$ cat src/rtl/i2cq_pkg.sv
package i2cq_pkg;

   localparam int OPC_W   = 8;
   localparam int ARG_W   = 8;
   localparam int ENTRY_W = OPC_W + ARG_W;

   localparam logic [7:0] OP_NULL    = 8'h00;
   localparam logic [7:0] OP_BIT0    = 8'h10;
   localparam logic [7:0] OP_BIT1    = 8'h11;
   localparam logic [7:0] OP_WBYTE   = 8'h12;
   localparam logic [7:0] OP_RBYTE   = 8'h13;
   localparam logic [7:0] OP_STOP    = 8'h14;
   localparam logic [7:0] OP_START   = 8'h15;
   localparam logic [7:0] OP_CHK     = 8'h16;
   localparam logic [7:0] OP_CHK_NF  = 8'h17;

   localparam logic [1:0] RA_CMD  = 2'd0;
   localparam logic [1:0] RA_STAT = 2'd1;
   localparam logic [1:0] RA_RXD  = 2'd2;
   localparam logic [1:0] RA_CLK  = 2'd3;

   localparam int SB_IDLE = 0;
   localparam int SB_RDY  = 1;
   localparam int SB_ERR  = 2;
   localparam int SB_UFL  = 3;
   localparam int SB_OVF  = 4;
   localparam int SB_FULL = 5;

   // Line drive for one quarter of an SCL period: {scl_oe, sda_oe}
   function automatic logic [1:0] phase_drive(input logic [7:0] opc,
                                              input logic [1:0] ph,
                                              input logic       bitv);
      logic [1:0] r;
      if (opc == OP_START) begin
         case (ph)
            2'd0:    r = 2'b10;
            2'd1:    r = 2'b00;
            2'd2:    r = 2'b01;
            default: r = 2'b11;
         endcase
      end else if (opc == OP_STOP) begin
         case (ph)
            2'd0:    r = 2'b11;
            2'd1:    r = 2'b01;
            default: r = 2'b00;
         endcase
      end else begin
         r = {(ph == 2'd0) || (ph == 2'd3), !bitv};
      end
      return r;
   endfunction

endpackage

$ cat src/rtl/i2cq_sync.sv
module i2cq_sync #(
   parameter int   STAGES  = 2,
   parameter logic RST_VAL = 1'b1
) (
   input  logic clk,
   input  logic rst_n,
   input  logic d,
   output logic q
);
   generate
      if (STAGES < 2) begin : g_bad_stages
         $error("i2cq_sync: STAGES must be at least 2");
      end
   endgenerate

   logic [STAGES-1:0] chain;

   always_ff @(posedge clk or negedge rst_n) begin
      if (!rst_n) chain <= {STAGES{RST_VAL}};
      else        chain <= {chain[STAGES-2:0], d};
   end

   assign q = chain[STAGES-1];
endmodule

$ cat src/rtl/i2cq_cmd_fifo.sv
module i2cq_cmd_fifo #(
   parameter int WIDTH = 16,
   parameter int DEPTH = 8
) (
   input  logic             clk,
   input  logic             rst_n,
   input  logic             push,
   input  logic [WIDTH-1:0] din,
   input  logic             pop,
   input  logic             flush,
   output logic [WIDTH-1:0] dout,
   output logic             empty,
   output logic             full
);
   localparam int AW = $clog2(DEPTH);

   generate
      if (DEPTH < 2 || (DEPTH & (DEPTH - 1)) != 0) begin : g_bad_depth
         $error("i2cq_cmd_fifo: DEPTH must be a power of two, at least 2");
      end
   endgenerate

   logic [WIDTH-1:0] mem [DEPTH];
   logic [AW:0]      wptr, rptr;

   assign empty = (wptr == rptr);
   assign full  = (wptr[AW] != rptr[AW]) && (wptr[AW-1:0] == rptr[AW-1:0]);
   assign dout  = mem[rptr[AW-1:0]];

   always_ff @(posedge clk) begin
      if (push && !full && !flush) mem[wptr[AW-1:0]] <= din;
   end

   always_ff @(posedge clk or negedge rst_n) begin
      if (!rst_n) begin
         wptr <= '0;
         rptr <= '0;
      end else if (flush) begin
         wptr <= '0;
         rptr <= '0;
      end else begin
         if (push && !full) wptr <= wptr + 1'b1;
         if (pop && !empty) rptr <= rptr + 1'b1;
      end
   end
endmodule

$ cat src/rtl/i2cq_qtick.sv
module i2cq_qtick #(
   parameter int PRE_W   = 8,
   parameter int DIV_W   = 5,
   parameter int DIV_OFS = 2
) (
   input  logic             clk,
   input  logic             rst_n,
   input  logic             run,
   input  logic [PRE_W-1:0] pre,
   input  logic [DIV_W-1:0] div,
   output logic             qtick
);
   generate
      if (DIV_OFS < 1) begin : g_bad_ofs
         $error("i2cq_qtick: DIV_OFS must be at least 1");
      end
   endgenerate

   localparam logic [DIV_W:0] OFS_M1 = (DIV_W + 1)'(DIV_OFS - 1);

   logic [PRE_W-1:0] pcnt;
   logic [DIV_W:0]   dcnt;
   logic             pre_wrap, div_wrap;

   assign pre_wrap = (pcnt >= pre);
   assign div_wrap = (dcnt >= ({1'b0, div} + OFS_M1));
   assign qtick    = run && pre_wrap && div_wrap;

   always_ff @(posedge clk or negedge rst_n) begin
      if (!rst_n) begin
         pcnt <= '0;
         dcnt <= '0;
      end else if (!run) begin
         pcnt <= '0;
         dcnt <= '0;
      end else if (pre_wrap) begin
         pcnt <= '0;
         dcnt <= div_wrap ? '0 : dcnt + 1'b1;
      end else begin
         pcnt <= pcnt + 1'b1;
      end
   end
endmodule

$ cat src/rtl/i2cq_engine.sv
module i2cq_engine
   import i2cq_pkg::*;
#(
   parameter int BYTE_W = 8
) (
   input  logic               clk,
   input  logic               rst_n,
   input  logic               cmd_valid,
   input  logic [ENTRY_W-1:0] cmd_entry,
   output logic               cmd_pop,
   input  logic               qtick,
   input  logic               sda_s,
   output logic               busy,
   output logic               data_op,
   output logic               scl_oe,
   output logic               sda_oe,
   output logic               rd_done,
   output logic [BYTE_W-1:0]  rd_byte,
   output logic               err_set,
   output logic               flush_req
);
   localparam int CW = $clog2(BYTE_W);

   generate
      if (BYTE_W != ARG_W) begin : g_bad_byte
         $error("i2cq_engine: BYTE_W must match the entry argument width");
      end
   endgenerate

   logic [7:0]        opc_in;
   logic [BYTE_W-1:0] arg_in;
   logic              known;
   logic              multi;
   logic              first_bit;

   logic [7:0]        op;
   logic [BYTE_W-1:0] shreg;
   logic [CW-1:0]     bitcnt;
   logic [1:0]        phase;
   logic              nack_l;
   logic              cur_bit;
   logic              is_chk;
   logic              done;

   assign opc_in = cmd_entry[ENTRY_W-1 -: OPC_W];
   assign arg_in = cmd_entry[BYTE_W-1:0];
   assign known  = (opc_in >= OP_BIT0) && (opc_in <= OP_CHK_NF);
   assign multi  = (opc_in == OP_WBYTE) || (opc_in == OP_RBYTE);

   always_comb begin
      if (opc_in == OP_BIT0)       first_bit = 1'b0;
      else if (opc_in == OP_WBYTE) first_bit = arg_in[BYTE_W-1];
      else                         first_bit = 1'b1;
   end

   always_comb begin
      if (op == OP_BIT0)       cur_bit = 1'b0;
      else if (op == OP_WBYTE) cur_bit = shreg[BYTE_W-1];
      else                     cur_bit = 1'b1;
   end

   assign is_chk  = (op == OP_CHK) || (op == OP_CHK_NF);
   assign data_op = (op == OP_BIT0) || (op == OP_BIT1) || (op == OP_WBYTE);
   assign cmd_pop = !busy && cmd_valid;
   assign done    = busy && qtick && (phase == 2'd3) && (bitcnt == '0);

   assign rd_done   = done && (op == OP_RBYTE);
   assign rd_byte   = shreg;
   assign err_set   = done && is_chk && nack_l;
   assign flush_req = done && (op == OP_CHK) && nack_l;

   always_ff @(posedge clk or negedge rst_n) begin
      if (!rst_n) begin
         busy   <= 1'b0;
         op     <= OP_NULL;
         shreg  <= '0;
         bitcnt <= '0;
         phase  <= 2'd0;
         nack_l <= 1'b0;
         scl_oe <= 1'b0;
         sda_oe <= 1'b0;
      end else if (!busy) begin
         if (cmd_valid && known) begin
            busy   <= 1'b1;
            op     <= opc_in;
            shreg  <= arg_in;
            bitcnt <= multi ? CW'(BYTE_W - 1) : '0;
            phase  <= 2'd0;
            nack_l <= 1'b0;
            {scl_oe, sda_oe} <= phase_drive(opc_in, 2'd0, first_bit);
         end
      end else if (qtick) begin
         if (phase == 2'd3) begin
            if (bitcnt == '0) begin
               busy <= 1'b0;
            end else begin
               bitcnt <= bitcnt - 1'b1;
               phase  <= 2'd0;
               if (op == OP_WBYTE) begin
                  shreg <= {shreg[BYTE_W-2:0], 1'b0};
                  {scl_oe, sda_oe} <= phase_drive(op, 2'd0, shreg[BYTE_W-2]);
               end else begin
                  {scl_oe, sda_oe} <= phase_drive(op, 2'd0, 1'b1);
               end
            end
         end else begin
            phase <= phase + 2'd1;
            {scl_oe, sda_oe} <= phase_drive(op, phase + 2'd1, cur_bit);
            if (phase == 2'd2 && op == OP_RBYTE) shreg  <= {shreg[BYTE_W-2:0], sda_s};
            if (phase == 2'd2 && is_chk)         nack_l <= sda_s;
         end
      end
   end
endmodule

$ cat src/rtl/i2cq_master.sv
module i2cq_master
   import i2cq_pkg::*;
#(
   parameter int         FIFO_DEPTH  = 8,
   parameter int         PRE_W       = 8,
   parameter int         DIV_W       = 5,
   parameter int         SYNC_STAGES = 2,
   parameter logic [4:0] DIV_RST     = 5'h12
) (
   input  logic        clk,
   input  logic        rst_n,
   input  logic [1:0]  reg_addr,
   input  logic        reg_wr,
   input  logic        reg_rd,
   input  logic [15:0] reg_wdata,
   output logic [15:0] reg_rdata,
   output logic        scl_oe,
   output logic        sda_oe,
   input  logic        sda_in
);
   localparam int CLK_W = PRE_W + DIV_W;

   generate
      if (CLK_W > 16) begin : g_bad_clkw
         $error("i2cq_master: prescaler and divider must fit in 16 bits");
      end
      if (DIV_W != 5) begin : g_bad_divw
         $error("i2cq_master: divider field is 5 bits wide");
      end
   endgenerate

   logic [CLK_W-1:0]   clk_q;
   logic [ENTRY_W-1:0] fifo_dout;
   logic               fifo_empty, fifo_full;
   logic               cmd_pop;
   logic               eng_busy, eng_data_op;
   logic               qtick;
   logic               sda_s;
   logic               rd_done;
   logic [ARG_W-1:0]   rd_byte;
   logic               err_set, flush_req;
   logic [ARG_W-1:0]   rx_q;
   logic               rx_rdy;
   logic               flag_err, flag_ufl, flag_ovf;
   logic               cmd_wr, stat_wr, rxd_rd;
   logic [15:0]        status;

   assign cmd_wr  = reg_wr && (reg_addr == RA_CMD);
   assign stat_wr = reg_wr && (reg_addr == RA_STAT);
   assign rxd_rd  = reg_rd && (reg_addr == RA_RXD);

   i2cq_sync #(.STAGES(SYNC_STAGES), .RST_VAL(1'b1)) u_sda_sync (
      .clk  (clk),
      .rst_n(rst_n),
      .d    (sda_in),
      .q    (sda_s)
   );

   i2cq_cmd_fifo #(.WIDTH(ENTRY_W), .DEPTH(FIFO_DEPTH)) u_fifo (
      .clk  (clk),
      .rst_n(rst_n),
      .push (cmd_wr),
      .din  (reg_wdata),
      .pop  (cmd_pop),
      .flush(flush_req),
      .dout (fifo_dout),
      .empty(fifo_empty),
      .full (fifo_full)
   );

   i2cq_qtick #(.PRE_W(PRE_W), .DIV_W(DIV_W), .DIV_OFS(2)) u_qtick (
      .clk  (clk),
      .rst_n(rst_n),
      .run  (eng_busy),
      .pre  (clk_q[CLK_W-1:DIV_W]),
      .div  (clk_q[DIV_W-1:0]),
      .qtick(qtick)
   );

   i2cq_engine #(.BYTE_W(ARG_W)) u_engine (
      .clk      (clk),
      .rst_n    (rst_n),
      .cmd_valid(!fifo_empty),
      .cmd_entry(fifo_dout),
      .cmd_pop  (cmd_pop),
      .qtick    (qtick),
      .sda_s    (sda_s),
      .busy     (eng_busy),
      .data_op  (eng_data_op),
      .scl_oe   (scl_oe),
      .sda_oe   (sda_oe),
      .rd_done  (rd_done),
      .rd_byte  (rd_byte),
      .err_set  (err_set),
      .flush_req(flush_req)
   );

   always_ff @(posedge clk or negedge rst_n) begin
      if (!rst_n) begin
         clk_q <= CLK_W'(DIV_RST);
      end else if (reg_wr && reg_addr == RA_CLK) begin
         clk_q <= reg_wdata[CLK_W-1:0];
      end
   end

   always_ff @(posedge clk or negedge rst_n) begin
      if (!rst_n) begin
         rx_q   <= '0;
         rx_rdy <= 1'b0;
      end else if (rd_done) begin
         rx_q   <= rd_byte;
         rx_rdy <= 1'b1;
      end else if (rxd_rd) begin
         rx_rdy <= 1'b0;
      end
   end

   always_ff @(posedge clk or negedge rst_n) begin
      if (!rst_n) begin
         flag_err <= 1'b0;
         flag_ufl <= 1'b0;
         flag_ovf <= 1'b0;
      end else begin
         if (err_set)                       flag_err <= 1'b1;
         else if (stat_wr && reg_wdata[SB_ERR]) flag_err <= 1'b0;
         if (rxd_rd && !rx_rdy)             flag_ufl <= 1'b1;
         else if (stat_wr && reg_wdata[SB_UFL]) flag_ufl <= 1'b0;
         if (cmd_wr && fifo_full)           flag_ovf <= 1'b1;
         else if (stat_wr && reg_wdata[SB_OVF]) flag_ovf <= 1'b0;
      end
   end

   always_comb begin
      status          = '0;
      status[SB_IDLE] = fifo_empty && !eng_busy;
      status[SB_RDY]  = rx_rdy;
      status[SB_ERR]  = flag_err;
      status[SB_UFL]  = flag_ufl;
      status[SB_OVF]  = flag_ovf;
      status[SB_FULL] = fifo_full;
   end

   always_comb begin
      case (reg_addr)
         RA_STAT: reg_rdata = status;
         RA_RXD:  reg_rdata = {{(16 - ARG_W){1'b0}}, rx_q};
         RA_CLK:  reg_rdata = {{(16 - CLK_W){1'b0}}, clk_q};
         default: reg_rdata = 16'h0000;
      endcase
   end
endmodule

$ cat config.mk
export PLATFORM = sky130hd
export DESIGN_NAME = i2cq_master
export DESIGN_NICKNAME = d
export VERILOG_FILES = /design/src/rtl/i2cq_pkg.sv /design/src/rtl/i2cq_sync.sv /design/src/rtl/i2cq_cmd_fifo.sv /design/src/rtl/i2cq_qtick.sv /design/src/rtl/i2cq_engine.sv /design/src/rtl/i2cq_master.sv
export SDC_FILE = /design/constraint.sdc
export NUM_CORES = 1
export LEC_CHECK = 0
export BUFFER_PORTS_ARGS = -buffer_cell sky130_fd_sc_hd__buf_2
export CAP_MARGIN = 20
export CORE_MARGIN = 10
export CORE_UTILIZATION = 62
export DETAILED_ROUTE_END_ITERATION = 10
export PLACE_DENSITY_LB_ADDON = 0.12
export RECOVER_POWER = 25
export REMOVE_ABC_BUFFERS = 1
export SKIP_CTS_REPAIR_TIMING = 1
export SLEW_MARGIN = 20
export SYNTH_ARGS = -nofsm -noshare
export SYNTH_HDL_FRONTEND = slang
export SYNTH_HIERARCHICAL = 1
export SYNTH_SLANG_ARGS = --single-unit
$ cat constraint.sdc
create_clock -name clk -period 6.8 [get_ports clk]
set_input_delay 2.04 -clock clk [delete_from_list [all_inputs] [get_ports clk]]
set_output_delay 2.04 -clock clk [all_outputs]
set_load 0.03 [all_outputs]
[Yosys cells after proc, flatten, opt, wreduce, memory -nomap -nowiden]
Memory sizes are Yosys's and may differ from the RTL's.
Index checks and enable logic that the tools add are counted.
Cells by class
  bitwise logic cells: 1
  mux-type cells: 74
  magnitude comparators: 4
  add/sub/neg operators: 7
  divide/modulo/power cells: 0
  multipliers: 0
  eq/ne operators: 32
  shift-type cells: 0
  reductions and logical operators: 55
Operators by type and width (count)
  $eq 8x5->1 const B: 12
  $mux 8: 9
  $mux 1: 39
  $pmux 13 s3: 1
  $logic_and 1x1->1: 29
  $mux 2: 10
  $mux 3: 6
  $mux 6: 3
  $mux 4: 4
  $reduce_bool 2->1: 7
  $eq 2x2->1 const B: 6
  $ne 2x2->1 const B: 5
  $ne 3x3->1 const B: 3
  $add 4x1->4 const B: 2
  $add 8x1->8 const B: 1
  $ge 8x5->1 const B: 1
  $ge 8x8->1: 1
  $le 8x5->1 const B: 1
  $logic_not 1->1: 8
  $reduce_and 4->1: 2
  $add 5x1->6 const B: 1
  $add 6x1->6 const B: 1
  $ge 6x6->1: 1
  $pmux 2 s3: 1
  15 further kinds: 19
Storage, ports and cells
  input port bits: 23
  latch bits: 0
  register bits: 74
  bits in writable memories: 128
  output and inout bits: 18
  logic and storage cells: 193
  ROM bits: 0
  memories kept: 1
Memories
  u_fifo.mem: depth 8, bits a word 16, read ports 1, clocked after memory_dff 0, write ports 1, RTL line i2cq_cmd_fifo.sv:23  | logic [WIDTH-1:0] mem [DEPTH];

[Longest topological paths before layout]
Gate-level depths: netlist (run 1).
  depth after elaboration: 12
  depth in mapped cells: 16

[Cells and area by module]
Netlist (run 1), hierarchy kept.
By module, submodules not included
  i2cq_cmd_fifo: cells an instance 264, area an instance 5514.0 um2, sequential area each 4043.9 um2, times used 1
  i2cq_engine: cells an instance 134, area an instance 1446.4 um2, sequential area each 625.6 um2, times used 1
  i2cq_master: cells an instance 93, area an instance 1224.9 um2, sequential area each 628.1 um2, times used 1
  i2cq_qtick: cells an instance 121, area an instance 1089.8 um2, sequential area each 350.3 um2, times used 1
  i2cq_sync: cells an instance 2, area an instance 52.6 um2, sequential area each 52.6 um2, times used 1

[Least setup slack after synthesis (run 1)]
No wires, ideal clock.
  path type: input port to output port
  start: input port reg_addr[1]
  end: output port reg_rdata[0]
  arrival time: 3.097 ns
  stages: 3
  setup slack: 1.663 ns
  path through: buf_6 > or3b_1 > a31oi_1
On the way
  longest elaborated chain between the ends: 2
  elaborated cells on any way between the ends: 4
RTL lines
  from (decl): RTL line i2cq_master.sv:12  | input logic [1:0] reg_addr,
  $eq 2x2->1 / $eq 2x1->1 (equally long branches): RTL line i2cq_master.sv:144  | case (reg_addr)
  $pmux 13 s3 *: RTL line i2cq_master.sv:144
  to (decl): RTL line i2cq_master.sv:16  | output logic [15:0] reg_rdata,
Every way passes the cells marked *; elsewhere a longest branch is shown, timed or not.

[Worst setup path after layout (run 1)]
  start: input port reg_addr[0]
  end: output port reg_rdata[5]
The elaborated chain is that of the path after synthesis.

==> results of run 1 <==
## final cells by class
type                            instances  area share [%]
Timing Repair Buffer                   51            2.69
Clock inverter                          8           0.596
Sequential cell                       202            55.4
Tap cell                              184            2.24
Multi-Input combinational cell        359            32.9
Clock buffer                           29            5.40
Inverter                               22           0.802
## where the power goes
part	internal [mW]	switching, mW
sequential	1.44	0.125
combinational	0.530	0.622
clock	0.607	0.435
total	2.57	1.18
## path summary, 6_finish.rpt
path                                                    start                             end  slack, ps  cells after the start
worst max-delay path                              reg_addr[0]                    reg_rdata[5]       1570                      4
worst min-delay path            u_sda_sync/chain[0]$_DFF_PN1_   u_sda_sync/chain[1]$_DFF_PN1_        350                      0
worst max register to register           clk_q[1]$_DFFE_PN1P_      u_fifo/mem[5][0]$_DFFE_PP_       2760                     16
worst min register to register  u_sda_sync/chain[0]$_DFF_PN1_   u_sda_sync/chain[1]$_DFF_PN1_        350                      0
max in group asynchronous                               rst_n       u_qtick/pcnt[2]$_DFF_PN0_       4480                      1
min in group asynchronous                               rst_n  u_engine/bitcnt[0]$_DFFE_PN0P_       1670                      1
## sequential cells by signal, indices dropped and copies added (netlist names)
name	cells
u_engine/scl_oe	1
flag_ovf	1
rx_q	8
flag_ufl	1
u_engine/phase	2
u_fifo/rptr	4
u_fifo/wptr	4
u_engine/busy	1
u_qtick/dcnt	6
u_engine/rd_byte	8
u_engine/bitcnt	3
u_engine/op	8
u_fifo/mem	128
rx_rdy	1
u_engine/nack_l	1
clk_q	13
u_qtick/pcnt	8
u_engine/sda_oe	1
u_sda_sync/chain	2
flag_err	1
## cell usage in the layout, fill, tap and decap left out, types with 14 or more instances in the layout
cell       instances
edfxtp_1         128
dfrtp_1           69
mux2_2            64
mux4_2            32
nand2_1           30
buf_2             23
ha_1              23
nor2_1            22
inv_1             22
clkbuf_16         21
clkbuf_1          21
buf_4             15
nand3_1           14
## metal layers
layer | GRT usage [%] | part of all wire [%] | vias up
li1 | - | - | 2431
met3 | 2.90 | 6.0 | 25
met4 | 4.51 | 1.3 | 0
met1 | 25.4 | 43 | 2761
met2 | 31.7 | 50 | 148
met5 | 0 | 0 | -
==> impl_metrics.json, run 1 <==
{
  "fin_nets": 703,
  "slew_headroom_pct": 36.0,
  "cts-buffers-inserted": 21,
  "crit_path_end_kind": "output pin",
  "grt_overflow_total": 0,
  "gp_congestion": 0.896,
  "syn_to_final_growth_pct": 10.4,
  "clock_path_buffers": 3,
  "num-fill-cells": 971,
  "ys.warnings.count": 6,
  "hpwl_mm": 12.2,
  "worst_ep_arrival_time_ps": 3190,
  "cts-root-buf": "clkbuf_16",
  "rsz0062_at_grt": "false",
  "finalPower_mw": 3.75,
  "fin_crit_ps": 5230,
  "route.detailed.drc": 0,
  "tightest_slew_ps": 959,
  "post-route-cell-area_mm2": 0.0103,
  "critical_path_class": "input port to output pin",
  "rows": 44,
  "grt_max_degree": 75,
  "worstPathMaxFanout": 22,
  "path_cells": "buf_2 > and2b_1 > a22o_1 > buf_2",
  "ant_nets": 0,
  "grt_pass1_wl_mm": 30.2,
  "p_per_area_mw_per_mm2": 365,
  "p_leak_nw": 3.93,
  "outcome": "finished clean",
  "crit_top_cell": "buf_2",
  "crit_buf_inv": 2,
  "core_area_mm2": 0.0146,
  "drt-pass1-iter-count": 5,
  "cp_slowest_stage_delay_ps": 340,
  "min_period_over_period_pct": 76.9,
  "fmax_ghz": 0.191,
  "seq_area_mm2": 0.00570,
  "fin_setup_tns_ps": 0,
  "track_usage_pct": 18.9,
  "multi_input_area_mm2": 0.00338,
  "maxSlewViolCount": 0,
  "start_kind": "input port",
  "clkSinkCount": 202,
  "netlist_instances": 613,
  "cap_violations": 0,
  "wl_mm": 18.9,
  "post-place-ws_ps": 1600,
  "initial_core_util_pct": 63.6,
  "syn_area_mm2": 0.00932,
  "placed_area_mm2": 0.00970,
  "drive_gt1_share_pct": 27.1,
  "finalWorstSetupSlack_ps": 1570,
  "hp-class": "flop to flop",
  "slowest_stage": "buf_2",
  "clock_skew_ps": 10.1,
  "setup_viol": 0,
  "cts_tree": "yes",
  "portBuffers": 37,
  "drt_iter0_markers": 423,
  "die_y_um": 143,
  "htreeDepth": 1,
  "utilization_pct": 70.3,
  "wl_per_cell_um": 22.1,
  "holdWs_ps": 355,
  "peakVddDrop_uv": 256,
  "cp.required_ps": 4760,
  "finalHoldViolations": 0,
  "n_antenna_cell": 0,
  "layout.cells.non_filler": 855,
  "insertion_delay_ps": 500,
  "antenna_found_initial": 0,
  "place_inst": 818,
  "die_x_um": 143,
  "vias": 5365,
  "syn_avg_cell_area_um2": 15.2,
  "viasPerCell": 6.27,
  "cp_top_family": "buffers and inverters",
  "grt_pass1_vias": 5521,
  "ios": 41,
  "clk_pin_slew_ps": 60,
  "dieArea_mm2": 0.0203
}
No activity file was read; power rests on OpenSTA's default activity.
==> inputs of run 2 (changes only) <==
--- a/config.mk
+++ b/config.mk
@@ -5,6 +5,7 @@
 export SDC_FILE = /design/constraint.sdc
 export NUM_CORES = 1
 export LEC_CHECK = 0
+export ABC_AREA = 1
 export BUFFER_PORTS_ARGS = -buffer_cell sky130_fd_sc_hd__buf_2
 export CAP_MARGIN = 20
 export CORE_MARGIN = 10
==> constraint.sdc (replaced) <==
create_clock -name clk -period 5.1 [get_ports clk]
set_input_delay 1.53 -clock clk [delete_from_list [all_inputs] [get_ports clk]]
set_output_delay 1.53 -clock clk [all_outputs]
set_load 0.03 [all_outputs]
==> impl_metrics.json, run 2 <==
{
  "holdPathStages": 0,
  "fin_setup_tns_ps": 0,
  "netlist_instances": 975,
  "clkSinkCount": 202,
  "grt_overflow_total": 0,
  "hp-start": "u_sda_sync/chain[0]$_DFF_PN1_",
  "hpwl_mm": 13.5,
  "clock_path_buffers": 3,
  "clk_pin_slew_ps": 60,
  "ys.warnings.count": 6,
  "crit_path_end_kind": "output pin",
  "drive_gt1_share_pct": 11.6,
  "crit_top_cell": "buf_2",
  "start_kind": "input port",
  "grt_pass1_wl_mm": 33.8,
  "rrSetupSlack_ps": 1240,
  "maxSlewViolCount": 0,
  "vias": 6889,
  "track_usage_pct": 20.4,
  "ios": 41,
  "n_antenna_cell": 0,
  "grt_max_degree": 75,
  "gp_congestion": 0.888,
  "r2r-end": "u_fifo/mem[5][9]$_DFFE_PP_",
  "p_per_area_mw_per_mm2": 497,
  "min_period_over_period_pct": 77.4,
  "fin_crit_ps": 3950,
  "utilization_pct": 69.1,
  "outcome": "finished clean",
  "internal_power_mw": 3.30,
  "layout.cells.non_filler": 1210,
  "peakVddDrop_uv": 337,
  "cap_violations": 0,
  "syn_to_final_growth_pct": 9.47,
  "syn_avg_cell_area_um2": 9.84,
  "setup_viol": 0,
  "dieArea_mm2": 0.0208,
  "slew_headroom_pct": 33.1,
  "fin_nets": 1054,
  "cts_tree": "yes",
  "clock_skew_ps": 8.90,
  "multi_input_area_mm2": 0.00334,
  "worstPathMaxFanout": 15,
  "antenna_found_initial": 0,
  "post-place-ws_ps": 1160,
  "critical_path_class": "input port to output pin",
  "rsz0062_at_grt": "false",
  "place_inst": 1173,
  "p_switching_mw": 1.92,
  "p_leak_nw": 4.50,
  "power_frac_seq_pct": 40.0,
  "route.detailed.drc": 0,
  "wl_per_cell_um": 17.3,
  "seq_area_mm2": 0.00570,
  "cts-root-buf": "clkbuf_16",
  "tightest_slew_ps": 1000,
  "cp.required_ps": 3570,
  "mostFrequentLayoutCells": "nand2_1 (249), edfxtp_1 (128), nor2_1 (103)",
  "slowest_stage": "buf_2",
  "core_area_mm2": 0.0152,
  "clkPwrFrac_pct": 27.9,
  "insertion_delay_ps": 490,
  "hp-class": "flop to flop",
  "final_common_cell": "nand2_1",
  "finalWorstSetupSlack_ps": 1150,
  "largest_reg_flops": 128,
  "fmax_ghz": 0.253,
  "syn_area_mm2": 0.00959,
  "hold_path_end": "u_sda_sync/chain[1]$_DFF_PN1_",
  "wl_mm": 20.9,
  "grt_pass1_vias": 6543,
  "die_y_um": 144,
  "r2r-start": "clk_q[1]$_DFFE_PN1P_",
  "num-fill-cells": 1187,
  "finalPower_mw": 5.22,
  "ant_nets": 0,
  "drt_iter0_markers": 588,
  "finalHoldViolations": 0,
  "drt-pass1-iter-count": 5,
  "worst_ep_arrival_time_ps": 2420,
  "rows": 45,
  "switching_share_pct": 36.8,
  "htreeDepth": 1,
  "reg2regPathDepth": 17,
  "path_cells": "buf_2 > nand2_4 > inv_1 > nand2_1 > nand3_1 > buf_2",
  "die_x_um": 144,
  "p_comb_share_pct": 32.1,
  "viasPerCell": 5.69,
  "initial_core_util_pct": 63.1,
  "portBuffers": 37,
  "cts-buffers-inserted": 21,
  "cp_slowest_stage_delay_ps": 190
}
-- run 2: worst max-delay path by stage --
stage	start	endpoint
after global routing	clk_q[1]$_DFFE_PN1P_	u_fifo/mem[7][13]$_DFFE_PP_
after global placement	reg_addr[0]	reg_rdata[1]
after CTS	reg_addr[0]	reg_rdata[1]
after detailed placement	reg_addr[0]	reg_rdata[1]
final	reg_addr[0]	reg_rdata[1]
after floorplan	u_fifo/rptr[0]$_DFFE_PN0P_	reg_rdata[0]
-- run 2: cell type report --
cell class	count	share of cell area [%]
sequential	202	54.3
tap	188	2.24
timing repair buffer	46	2.25
multi-input combinational	649	31.8
clock inverter	14	1.19
inverter	88	3.18
clock buffer	23	5.08
-- run 2: critical path: cells and delay by family --
kind	cells	cell delay, ps
simple gates	3	330
buf+inv	3	550
-- run 2: metal layers --
layer	up-vias	part of all wire, %	wire length (um)	GRT usage (%)
met3	30	6.2	1300	2.82
met2	213	48	10100	34.1
li1	3349	-	-	-
met4	0	1.4	303	4.10
met5	-	0	0	0
met1	3297	44	9190	28.0
-- run 2: power by group through the flow --
| stage | logic [mW] | clock network [mW] | registers, mW |
|---|---|---|---|
| final | 1.68 | 1.46 | 2.09 |
| after global routing | 1.89 | 1.55 | 2.11 |
| after CTS | 1.68 | 1.48 | 2.09 |
| after detailed placement | 1.66 | 0 | 2.12 |
| after global placement | 1.64 | 0 | 2.11 |
| after floorplan | 1.11 | 0 | 2.15 |
-- run 2: metrics by stage --
step | hold slack, ps | cell area, um2
3_3_place_gp | 352 | 9860
2_1_floorplan | 345 | 9370
6_report | 359 | 10500
5_1_grt | 364 | 10500
4_1_cts | 361 | 10500
3_5_place_dp | 348 | 9860
==> inputs of run 3 (changes only) <==
==> constraint.sdc (replaced) <==
create_clock -name clk -period 3.93 [get_ports clk]
set_input_delay 1.179 -clock clk [delete_from_list [all_inputs] [get_ports clk]]
set_output_delay 1.179 -clock clk [all_outputs]
set_load 0.03 [all_outputs]
==> impl_metrics.json, run 3 (synthesis gave the netlist of run 2 again) <==
{
  "track_usage_pct": 20.6,
  "start_kind": "flop",
  "peakVddDrop_uv": 377,
  "crit_path_end_kind": "flop",
  "syn_to_final_growth_pct": 10.5,
  "critical_path_class": "flop to flop",
  "cp.required_ps": 4040,
  "holdPathStages": 0,
  "viasPerCell": 5.62,
  "hpwl_mm": 14.0,
  "final_common_cell": "nand2_1",
  "placed_area_mm2": 0.00988,
  "finalWorstSetupSlack_ps": 327,
  "wl_met3_mm": 1.26,
  "core_area_mm2": 0.0152,
  "fmax_ghz": 0.278,
  "p_switching_mw": 2.52,
  "grt_pass1_vias": 6515,
  "drt-met1-wl_mm": 9.29,
  "cts-buffers-inserted": 22,
  "dr_wl_met2_mm": 9.91,
  "wl_per_cell_um": 17.2,
  "internal_power_mw": 4.45,
  "post-route-cell-area_mm2": 0.0106,
  "outcome": "finished clean",
  "drt-pass1-iter-count": 6,
  "top_layer_used": "met4",
  "maxSlewViolCount": 0,
  "clkSinkCount": 202,
  "portBuffers": 37,
  "n_antenna_cell": 0,
  "drt_iter0_markers": 611,
  "grt_pass1_wl_mm": 34.1,
  "worstPathMaxFanout": 16,
  "post-place-ws_ps": 374,
  "min_period_over_period_pct": 91.7,
  "ios": 41,
  "cts_tree": "yes",
  "clkPwrFrac_pct": 29.5,
  "rows": 45,
  "drive_gt1_share_pct": 11.9,
  "hp-class": "flop to flop",
  "initial_core_util_pct": 63.1,
  "p_comb_share_pct": 30.9,
  "mostFrequentLayoutCells": "nand2_1 (249), edfxtp_1 (128), nor2_1 (103)",
  "setup_viol": 0,
  "p_per_area_mw_per_mm2": 658,
  "slew_headroom_pct": 32.3,
  "finalHoldViolations": 0,
  "p_leak_nw": 4.55,
  "clock_skew_ps": 12.5,
  "rsz0062_at_grt": "false",
  "reg2regPathDepth": 17,
  "grt_overflow_total": 0,
  "ant_nets": 0,
  "insertion_delay_ps": 500,
  "dieArea_mm2": 0.0208,
  "route.detailed.drc": 0,
  "cts-root-buf": "clkbuf_16",
  "tightest_slew_ps": 1010,
  "largest_reg_flops": 128,
  "wl_mm": 20.9,
  "power_frac_seq_pct": 39.6,
  "die_y_um": 144,
  "rrSetupSlack_ps": 330,
  "cap_violations": 0,
  "fin_crit_ps": 3600,
  "htreeDepth": 1,
  "clk_pin_slew_ps": 60,
  "grt_max_degree": 75,
  "clock_path_buffers": 3,
  "switching_share_pct": 36.1,
  "antenna_found_initial": 0,
  "die_x_um": 144,
  "worst_ep_arrival_time_ps": 3720,
  "gp_congestion": 0.859,
  "fin_nets": 1058,
  "num-fill-cells": 1129,
  "vias": 6835
}
-- run 3: power groups by stage --
stage | registers, mW | logic (mW) | clock network (mW)
2_1_floorplan | 2.80 | 1.44 | 0
3_3_place_gp | 2.79 | 2.11 | 0
3_5_place_dp | 2.80 | 2.13 | 0
4_1_cts | 2.76 | 2.15 | 2.09
5_1_grt | 2.79 | 2.44 | 2.18
6_report | 2.76 | 2.15 | 2.06
-- run 3: metrics by stage --
step / total power, mW / TNS [ps] / hold slack [ps] / instances / util [%]
global route: 7.41 / 0 / 364 / 1216 / 69.7
global placement: 4.89 / 0 / 350 / 1176 / 65.0
CTS: 7.00 / 0 / 361 / 1216 / 69.8
finish: 6.97 / 0 / 359 / 1216 / 69.7
detailed placement: 4.92 / 0 / 350 / 1176 / 65.0
floorplan: 4.23 / -72.0 / 345 / 939 / -
-- run 3: worst max-delay path, stage by stage, from the launching register on --
cell,delay (ps)
dfstp_2,550
ha_1,180
nand3_1,110
xor2_1,200
ha_1,260
nand2_1,70
inv_1,40
a21oi_1,130
nand2_1,180
inv_1,90
nor2_1,80
nand2_1,90
inv_1,60
nand2_1,80
nor2_1,40
clkinv_1,80
nand3_4,150
nor2_2,810
-- run 3: layout make-up --
| class | instances | area (um2) | share of cell area, % |
|---|---|---|---|
| well taps | 188 | 235 | 2.22 |
| repair buffers | 49 | 259 | 2.44 |
| multi-input cells | 649 | 3340 | 31.5 |
| flip-flops and latches | 202 | 5700 | 53.8 |
| clock buffers | 27 | 591 | 5.57 |
| inverters | 88 | 334 | 3.15 |
| clock inverters | 13 | 140 | 1.32 |
-- run 3: worst paths after layout --
kind | from | to
worst min-delay path | u_sda_sync/chain[0]$_DFF_PN1_ | u_sda_sync/chain[1]$_DFF_PN1_
max in group asynchronous | rst_n | u_fifo/rptr[0]$_DFFE_PN0P_
worst min register to register | u_sda_sync/chain[0]$_DFF_PN1_ | u_sda_sync/chain[1]$_DFF_PN1_
worst max-delay path | clk_q[1]$_DFFE_PN1P_ | u_fifo/mem[6][7]$_DFFE_PP_
worst max register to register | clk_q[1]$_DFFE_PN1P_ | u_fifo/mem[6][7]$_DFFE_PP_
min in group asynchronous | rst_n | u_engine/bitcnt[0]$_DFFE_PN0P_
-- run 3: layer usage --
metal	GRT usage, %	vias up
li1	-	3357
met1	27.9	3250
met2	33.6	191
met3	3.44	37
met4	6.17	0
met5	0	-
